===== src/rtl/stk16_cpu.sv =====
module stk16_cpu #(
  parameter int AW  = 12,
  parameter int SDW = 4
) (
  input  logic          clk,
  input  logic          rst,
  output logic [AW-1:0] mem_raddr,
  input  logic [15:0]   mem_rdata,
  output logic          mem_we,
  output logic [AW-1:0] mem_waddr,
  output logic [15:0]   mem_wdata,
  output logic          io_rd,
  output logic          io_wr,
  output logic [15:0]   io_addr,
  output logic [15:0]   io_wdata,
  input  logic [15:0]   io_rdata
);
  localparam int PCW = AW + 1;
  localparam int SD  = 1 << SDW;

  typedef enum logic [1:0] {S_BOOT, S_RUN, S_ALT} st_t;

  st_t st, st_n;
  logic [PCW-1:0] pc, pc_n, pc_inc;
  logic [15:0] T, T_n, N, R, alu;
  logic [SDW-1:0] dsp, dsp_n, rsp, rsp_n, dd, rdl;
  logic [15:0] dstk [SD];
  logic [15:0] rstk [SD];
  logic dwr, rwr, ld_io;
  logic [15:0] rwval;

  wire [15:0] insn   = mem_rdata;
  wire        run    = (st == S_RUN);
  wire        is_lit = run & insn[15];
  wire [1:0]  kind   = insn[14:13];
  wire        is_alu = run & ~insn[15] & (kind == 2'b11);
  wire        f_ld   = insn[12];
  wire [3:0]  aop    = insn[11:8];
  wire        f_ret  = insn[7];
  wire        f_tn   = insn[6];
  wire        f_tr   = insn[5];
  wire        f_st   = insn[4];
  wire [PCW-1:0] target = insn[PCW-1:0];

  assign N      = dstk[dsp];
  assign R      = rstk[rsp];
  assign pc_inc = pc + 1'b1;
  assign dd     = {{(SDW-2){insn[1]}}, insn[1:0]};
  assign rdl    = {{(SDW-2){insn[3]}}, insn[3:2]};

  always_comb begin
    case (aop)
      4'd0:  alu = T;
      4'd1:  alu = N;
      4'd2:  alu = T + N;
      4'd3:  alu = T & N;
      4'd4:  alu = T | N;
      4'd5:  alu = T ^ N;
      4'd6:  alu = ~T;
      4'd7:  alu = {16{N == T}};
      4'd8:  alu = {16{$signed(N) < $signed(T)}};
      4'd9:  alu = N >> T[3:0];
      4'd10: alu = T - 16'd1;
      4'd11: alu = R;
      4'd12: alu = N - T;
      4'd13: alu = N << T[3:0];
      4'd14: alu = 16'(dsp);
      default: alu = {16{N < T}};
    endcase
  end

  always_comb begin
    st_n  = st;
    pc_n  = pc;
    T_n   = T;
    dsp_n = dsp;
    rsp_n = rsp;
    dwr   = 1'b0;
    rwr   = 1'b0;
    rwval = T;
    case (st)
      S_BOOT: st_n = S_RUN;
      S_ALT: begin
        T_n  = ld_io ? io_rdata : mem_rdata;
        st_n = S_RUN;
      end
      default: begin
        if (insn[15]) begin
          T_n   = {1'b0, insn[14:0]};
          dsp_n = dsp + 1'b1;
          dwr   = 1'b1;
          pc_n  = pc_inc;
        end else begin
          case (kind)
            2'b00: pc_n = target;
            2'b01: begin
              pc_n  = (T == 16'd0) ? target : pc_inc;
              T_n   = N;
              dsp_n = dsp - 1'b1;
            end
            2'b10: begin
              pc_n  = target;
              rsp_n = rsp + 1'b1;
              rwr   = 1'b1;
              rwval = 16'(pc_inc);
            end
            default: begin
              T_n   = alu;
              dsp_n = dsp + dd;
              rsp_n = rsp + rdl;
              dwr   = f_tn;
              rwr   = f_tr;
              pc_n  = f_ret ? R[PCW-1:0] : pc_inc;
              if (f_ld) st_n = S_ALT;
            end
          endcase
        end
      end
    endcase
  end

  always_comb begin
    if (is_alu && f_ld) mem_raddr = T[AW-1:0];
    else if (st == S_RUN) mem_raddr = pc_n[AW-1:0];
    else mem_raddr = pc[AW-1:0];
  end

  assign mem_we    = is_alu & f_st & ~T[14];
  assign mem_waddr = T[AW-1:0];
  assign mem_wdata = N;
  assign io_wr     = is_alu & f_st & T[14];
  assign io_rd     = is_alu & f_ld & T[14];
  assign io_addr   = T;
  assign io_wdata  = N;

  always_ff @(posedge clk) begin
    if (rst) begin
      st    <= S_BOOT;
      pc    <= '0;
      T     <= '0;
      dsp   <= '0;
      rsp   <= '0;
      ld_io <= 1'b0;
    end else begin
      st  <= st_n;
      pc  <= pc_n;
      T   <= T_n;
      dsp <= dsp_n;
      rsp <= rsp_n;
      if (is_alu && f_ld) ld_io <= T[14];
    end
  end

  always_ff @(posedge clk) begin
    if (!rst && dwr) dstk[dsp_n] <= T;
    if (!rst && rwr) rstk[rsp_n] <= rwval;
  end

  p_lit_push_r2: assert property (@(posedge clk) disable iff (rst)
    is_lit |=> (T == {1'b0, $past(insn[14:0])}) && (dsp == $past(dsp) + 1'b1));

  p_cond_pop_r3: assert property (@(posedge clk) disable iff (rst)
    (run && !insn[15] && kind == 2'b01) |=> (dsp == $past(dsp) - 1'b1));

  p_call_link_r4: assert property (@(posedge clk) disable iff (rst)
    (run && !insn[15] && kind == 2'b10) |=> (R == 16'($past(pc_inc))) && (pc == $past(target)));

  p_alt_quiet_r8: assert property (@(posedge clk) disable iff (rst)
    (is_alu && f_ld) |=> (!mem_we && !io_wr && !io_rd && mem_raddr == $past(pc_n[AW-1:0])));
endmodule


===== config.mk =====
export PLATFORM = sky130hd
export DESIGN_NAME = stk16_cpu
export DESIGN_NICKNAME = d
export VERILOG_FILES = /design/src/rtl/stk16_cpu.sv
export SDC_FILE = /design/constraint.sdc
export NUM_CORES = 1
export LEC_CHECK = 0
export ABC_AREA = 0
export CAP_MARGIN = 20
export CORE_MARGIN = 1.5
export CORE_UTILIZATION = 59
export CTS_CLUSTER_DIAMETER = 40
export DETAILED_ROUTE_END_ITERATION = 16
export GPL_ROUTABILITY_DRIVEN = 0
export HOLD_SLACK_MARGIN = 0.1
export PLACE_DENSITY = 0.76
export SLEW_MARGIN = 20
export SYNTH_ARGS = -nofsm -noshare
export SYNTH_HDL_FRONTEND = slang
export SYNTH_SLANG_ARGS = --single-unit

===== constraint.sdc =====
create_clock -name clk -period 5.8 [get_ports clk]
set_clock_uncertainty 0.1 [all_clocks]
set_input_delay 1.16 -clock clk [delete_from_list [all_inputs] [get_ports clk]]
set_output_delay 1.16 -clock clk [all_outputs]
set_load 0.02 [all_outputs]

Word-level counts from Yosys, hierarchy flattened
Memory sizes are Yosys's and may differ from the RTL's. A register that Yosys moved wholly into a read port is not among the register bits. Cells that the tools add are included.

Bits in registers: 40. Latch bits: 0. RAM bits: 512. Bits in read-only memories: 0. Input port bits: 34. Output and inout bits: 75. Logic and storage cells: 116. Memories kept: 2.

Memories: dstk (depth 16, width 16, rd ports 1, clocked after Yosys merged registers in 1, wr ports 1, RTL line 27) `logic [15:0] dstk [SD];`; rstk (depth 16, width 16, rd ports 1, clocked after Yosys merged registers in 1, wr ports 1, RTL line 28) `logic [15:0] rstk [SD];`.

Add/subtract/negate cells: 9. Multipliers: 0. Div/mod/pow operators: 0. Order comparisons: 2. Eq/ne operators: 24. Shift operators: 2. Mux-type cells: 37. Bitwise gates (word level): 15. Reductions and logical operators: 17.

Operator list (number): $pmux W16 S15 (1); $mux W16 (5); $pmux W16 S2 (2); $mux W13 (3); $mux W12 (3); $lt A16 B16 Y1 (2); $eq A4 B4 Y1 const B (7); $pmux W13 S2 (1); $mux W4 (6); $add A16 B16 Y16 (1); $and A16 B16 Y16 (1); $eq A16 B16 Y1 (1); $eq A4 B3 Y1 const B (4); $logic_not A16 Y1 (1); $not A16 Y16 (1); $or A16 B16 Y16 (1); $pmux W4 S2 (2); $shl A16 B4 Y16 (1); $shr A16 B4 Y16 (1); $sub A16 B1 Y16 const B (1); $sub A16 B16 Y16 (1); $xor A16 B16 Y16 (1); $add A13 B1 Y13 const B (1); $mux W1 (13); other kinds (22) (45).

Logic depth before layout (Yosys ltp)
Word-level depth: 8. Mapped depth: 21. Gate-level depth less buffers: 17.

Worst setup path before layout
Ideal clock, no wire load.

Kind: reg-to-reg. Start point: reg, netlist name dsp[2]. End point: reg T[11] (netlist: io_addr[11]). Setup time: 134 ps. Arrival time: 4393 ps. Data required time: 5566 ps. Setup slack: 1173 ps. Cell stages (with the launch flop): 17. Buffers on the path: 4. Period minus slack after synthesis: 4627 ps. Cell sequence: dfxtp_1 buf_2 buf_2 buf_2 buf_2 mux4_2 o22ai_1 nor2_1 inv_1 ha_1 or4_1 a211oi_1 a311oi_1 a211o_1 nand2b_1 a311oi_1 a211oi_1.

RTL lines: end signal, assigned (RTL line 147) `T <= T_n;`; end, declared (RTL line 25) `logic [15:0] T, T_n, N, R, alu;`.

Worst setup path after layout
Start point: reg T[8] (netlist: io_addr[8]). End point: out mem_raddr[0].

Longest elaborated chain between the ends: 7.

Ends and longest elaborated chain: $logic_not A16 Y1 (RTL line 97) `pc_n = (T == 16'd0) ? target : pc_inc;`; $mux W13 (RTL line 97); $pmux W13 S2 (RTL line 94) `case (kind)`; $mux W13 (RTL line 88) `if (insn[15]) begin`; $mux W12 (RTL line 81) `case (st)`; $mux W12 (RTL line 124) `else if (st == S_RUN) mem_raddr = pc_n[AW-1:0];`; $mux W12 (RTL line 123) `if (is_alu && f_ld) mem_raddr = T[AW-1:0];`; end, declared (RTL line 7) `output logic [AW-1:0] mem_raddr,`.

No other way between the ends.

==> summary.txt <==
Routing
  – ANT nets after route: 0
  – Routed wire length: 85,890 µm
  – Initial drt markers: 3,483
  – Residual DRC: 0
  – Per-cell routed wire length: 30.90 µm
  – DR pass1 iterations: 7
  – Vias per std cell: around 7.1
  – Via Count: a little under 20,000

Setup path
  – Max FO, Critical Path: 14
  – Most used cell along the critical path: o21ai_0
  – WP data arrival: 4.42 ns
  – Setup slack, reg-to-reg: 0.17 ns
  – Crit. End Element: primary output
  – Crit path cell chain: nor4_1 > nand4_1 > o41ai_2 > buf_4 > a22oi_1 > o221ai_1 > o21ai_0 > nor2_1 > a21oi_1 > o21ai_0 > clkdlybuf4s50_1
  – CP delay by family, top: compound AO/OA/AOI/OAI gates
  – CP max stage delay: between 0.7 and 0.8 ns
  – Kind of critical path: reg2out
  – CP Launch Type: flip-flop
  – CP max-delay cell: nor4_1
  – WP buf/inv: 2
  – CP required: between 4 and 5 ns

Synthesis
  – Area of the mapped netlist: 0.02746 mm²
  – EDFF count, synth: just over 500
  – Mean Syn Cell Area: 13.99 µm²
  – Async S/R FF share, synth: 0
  – Post-synthesis mux area share: 0.1427
  – Simple-Gate Fraction of Synth Area: 0.08015
  – Synth warnings: 0
  – Main synth FF type: edfxtp_1
  – #FFs+latches synth: 552
  – Xor/xnor share of the synthesized area: 0.01403
  – Synth Area in Adders: 0.03754
  – Post-synthesis cell count: roughly 2,000
  – Synth Area in Compound Gates: 0.1010
  – Main combinational cell family by area after synthesis: multiplexers
  – Synth unique cells: 82
  – Sequential fraction of the synthesis area: 0.5891
  – Syn nets: 2,077

STA
  – Pins over their slew limit: 0
  – Tmin final: 5.684 ns
  – Slew @ Worst Pin: 1.226 ns
  – RSZ-0062 raised after global routing: false
  – Fmax: 0.1759 GHz
  – Setup-failing EPs final: 0
  – Setup tns final: 0 ns
  – Period utilization: 0.9800
  – Fin. Hold Viols: 0
  – Worst slew margin: 0.1762

Power
  – VDD IR max: 0.3736 mV
  – LEAKAGE: 10.72 nW
  – PwrDens: 336.3 mW/mm²

Floorplanning
  – Die Y: 218.7 µm
  – Ports: 109
  – Die area: 0.04785 mm²
  – Num rows: 78
  – Core area: 0.04567 mm²
  – Initial cell density of the core: 0.6012
  – Die width: 218.7 µm

CTS
  – TritonCTS clock tree: yes
  – Clk buf depth: 3
  – Clock Sinks: 552
  – Hold buffer count at cts: 0
  – Cts bufs inserted: 67
  – Reg clk slew, reported paths: about 0.06 ns
  – H-tree depth: 3
  – Clock latency on the worst-skew pair: 0.61 ns
  – Root buffer cell: clkbuf_16

Layout
  – Commonest non-fill, non-tap cells in the layout: 512 x edfxtp_1, 148 x mux4_2, 145 x nor2_1
  – Post-route insts no fill: 2,780
  – Share of layout cells above drive strength 1: 0.2073
  – Final net count: 2,242
  – Multi-input logic area: 0.01040 mm²
  – Most common cell after layout, fill and taps aside: edfxtp_1
  – Sequential cell area: 0.01619 mm²
  – Fill count: 3,017
  – Area grow syn2layout: 15.93%

Global routing
  – GRT Residual Overflow: 0
  – GRT Resource Usage Total: 0.3650
  – Global-route wire length before repair: ~130,000 µm
  – Vias in the first global route: approximately 19,000
  – Pin count of the biggest net entering global routing: 65
  – Initial antenna violation count: 5

Run status
  – Outcome: complete, no violations

Flow run
  – Max-Cap Viols: 0

Placed design
  – PortBufs: about 110
  – Placed cells: 2,657
  – Post-DP HPWL: roughly 55,000 µm

Hold path
  – Hold Path Class: reg2reg
## registers in the layout (all words and copies together), names as in the netlist
signal,cells
st,2
dsp,4
dstk,256
rsp,4
pc,13
io_addr,16
rstk,256
ld_io,1
## path summary, 6_finish.rpt
path                                 from                  endpoint  depth (start not counted)
hold / removal        pc[12]$_SDFFE_PP0P_       pc[12]$_SDFFE_PP0P_                          2
setup reg to reg        dsp[0]$_SDFF_PP0_  io_addr[14]$_SDFFE_PP0P_                         17
hold reg to reg       pc[12]$_SDFFE_PP0P_       pc[12]$_SDFFE_PP0P_                          2
setup / recovery  io_addr[8]$_SDFFE_PP0P_              mem_raddr[0]                         11
## where the power goes
part | internal (W) | switching (W) | total [W]
clock network | 0.00230 | 0.00169 | 0.00398
logic | 0.000816 | 0.00139 | 0.00220
registers | 0.00446 | 0.0000577 | 0.00452
total | 0.00757 | 0.00313 | 0.0107
## per-stage QoR
stage          setup WS, ns  total power [W]  cell area [µm²]  hold WS, ns  utilization
2_1_floorplan         1.173         0.005937            27460       0.3799            -
3_3_place_gp         0.5016         0.006633            29650       0.3996       0.6492
3_5_place_dp         0.4052         0.006674            29660       0.4067       0.6493
4_1_cts             0.02868          0.01062            31760       0.4221       0.6953
5_1_grt             0.08516          0.01100            31830       0.4679       0.6968
6_report             0.1160          0.01071            31840       0.4231       0.6970
## area by class of cell
type                       count  share of cell area
sequential                   552              0.5086
multi-input combinational   1199              0.3268
timing repair buffer         244             0.06717
clock buffer                  77             0.05384
tap                          600             0.02358
clock inverter                40             0.01214
inverter                      64            0.007546
antenna                        4           0.0003144
## synth_stat cells (6+ instances only)
cell type | count | area share
a221o_1 | 7 | 0.0026
o31ai_1 | 7 | 0.0019
buf_1 | 12 | 0.0016
or3_1 | 7 | 0.0016
nand2_1 | 114 | 0.016
clkbuf_1 | 86 | 0.012
nor2_1 | 163 | 0.022
o22a_1 | 9 | 0.0029
inv_1 | 55 | 0.0075
dfxtp_1 | 40 | 0.029
a21o_1 | 9 | 0.0025
o21ai_0 | 74 | 0.013
nand2b_1 | 32 | 0.0073
nand4_1 | 11 | 0.0025
o22ai_1 | 28 | 0.0064
buf_4 | 31 | 0.0085
nor3_1 | 24 | 0.0044
nand3_1 | 43 | 0.0078
nor2b_1 | 10 | 0.0023
edfxtp_1 | 512 | 0.56
a22oi_1 | 28 | 0.0077
and2_1 | 9 | 0.0021
a221oi_1 | 17 | 0.0054
nor4_1 | 20 | 0.0046
a311oi_1 | 6 | 0.0019
o221ai_1 | 7 | 0.0022
o2111ai_1 | 8 | 0.0026
a211oi_1 | 25 | 0.0068
a22o_1 | 12 | 0.0038
ha_1 | 76 | 0.035
and3_1 | 15 | 0.0034
xnor2_1 | 34 | 0.011
a31oi_1 | 13 | 0.0030
a21oi_1 | 92 | 0.017
mux2i_1 | 42 | 0.015
o211ai_1 | 12 | 0.0033
inv_2 | 6 | 0.00082
buf_2 | 14 | 0.0026
mux2_2 | 11 | 0.0045
xor2_1 | 10 | 0.0032
mux4_2 | 148 | 0.12
## what timing repair did
| item | 4_1_cts | 5_1_grt |
|---|---|---|
| buffers inserted | 0 | 1 |
| setup endpoints to repair | 0 | 8 |
| resized for setup | 0 | 1 |
## metal layers
layer / GRT usage / up-vias / wire (µm)
met3: 0.1159 / 429 / 11060
met4: 0.2176 / 2 / 6163
met2: 0.5622 / 1625 / 39400
met1: 0.4541 / 9580 / 29250
met5: 0 / - / 12
li1: - / 8059 / -
## kinds of logic (layout without fill, tap and decap cells)
kind of cell / count (synthesis) / count (layout)
AOI/OAI and AO/OA: 405 / 405
xor gates and xnor gates: 44 / 44
adders and majority gates: 80 / 80
buffers and inverters: 212 / 425
other: 0 / 4
and+or+nand+nor: 467 / 467
muxes: 203 / 203
DFF: 552 / 552
## worst register-to-register path: stages, from the launching register on
cell and delay (ns):
dfxtp_4 0.80, buf_4 0.32, mux4_2 0.52, o22ai_1 0.30
or2_1 0.44, buf_4 0.26, inv_1 0.07, ha_1 0.20
inv_1 0.10, a21oi_1 0.09, o21ai_0 0.17, o31ai_1 0.12
a2111oi_0 0.76, buf_4 0.22, nand3_1 0.11, o21bai_1 0.34
nor4_1 0.44, a21oi_1 0.11
No activity file was read; power rests on OpenSTA's default activity.
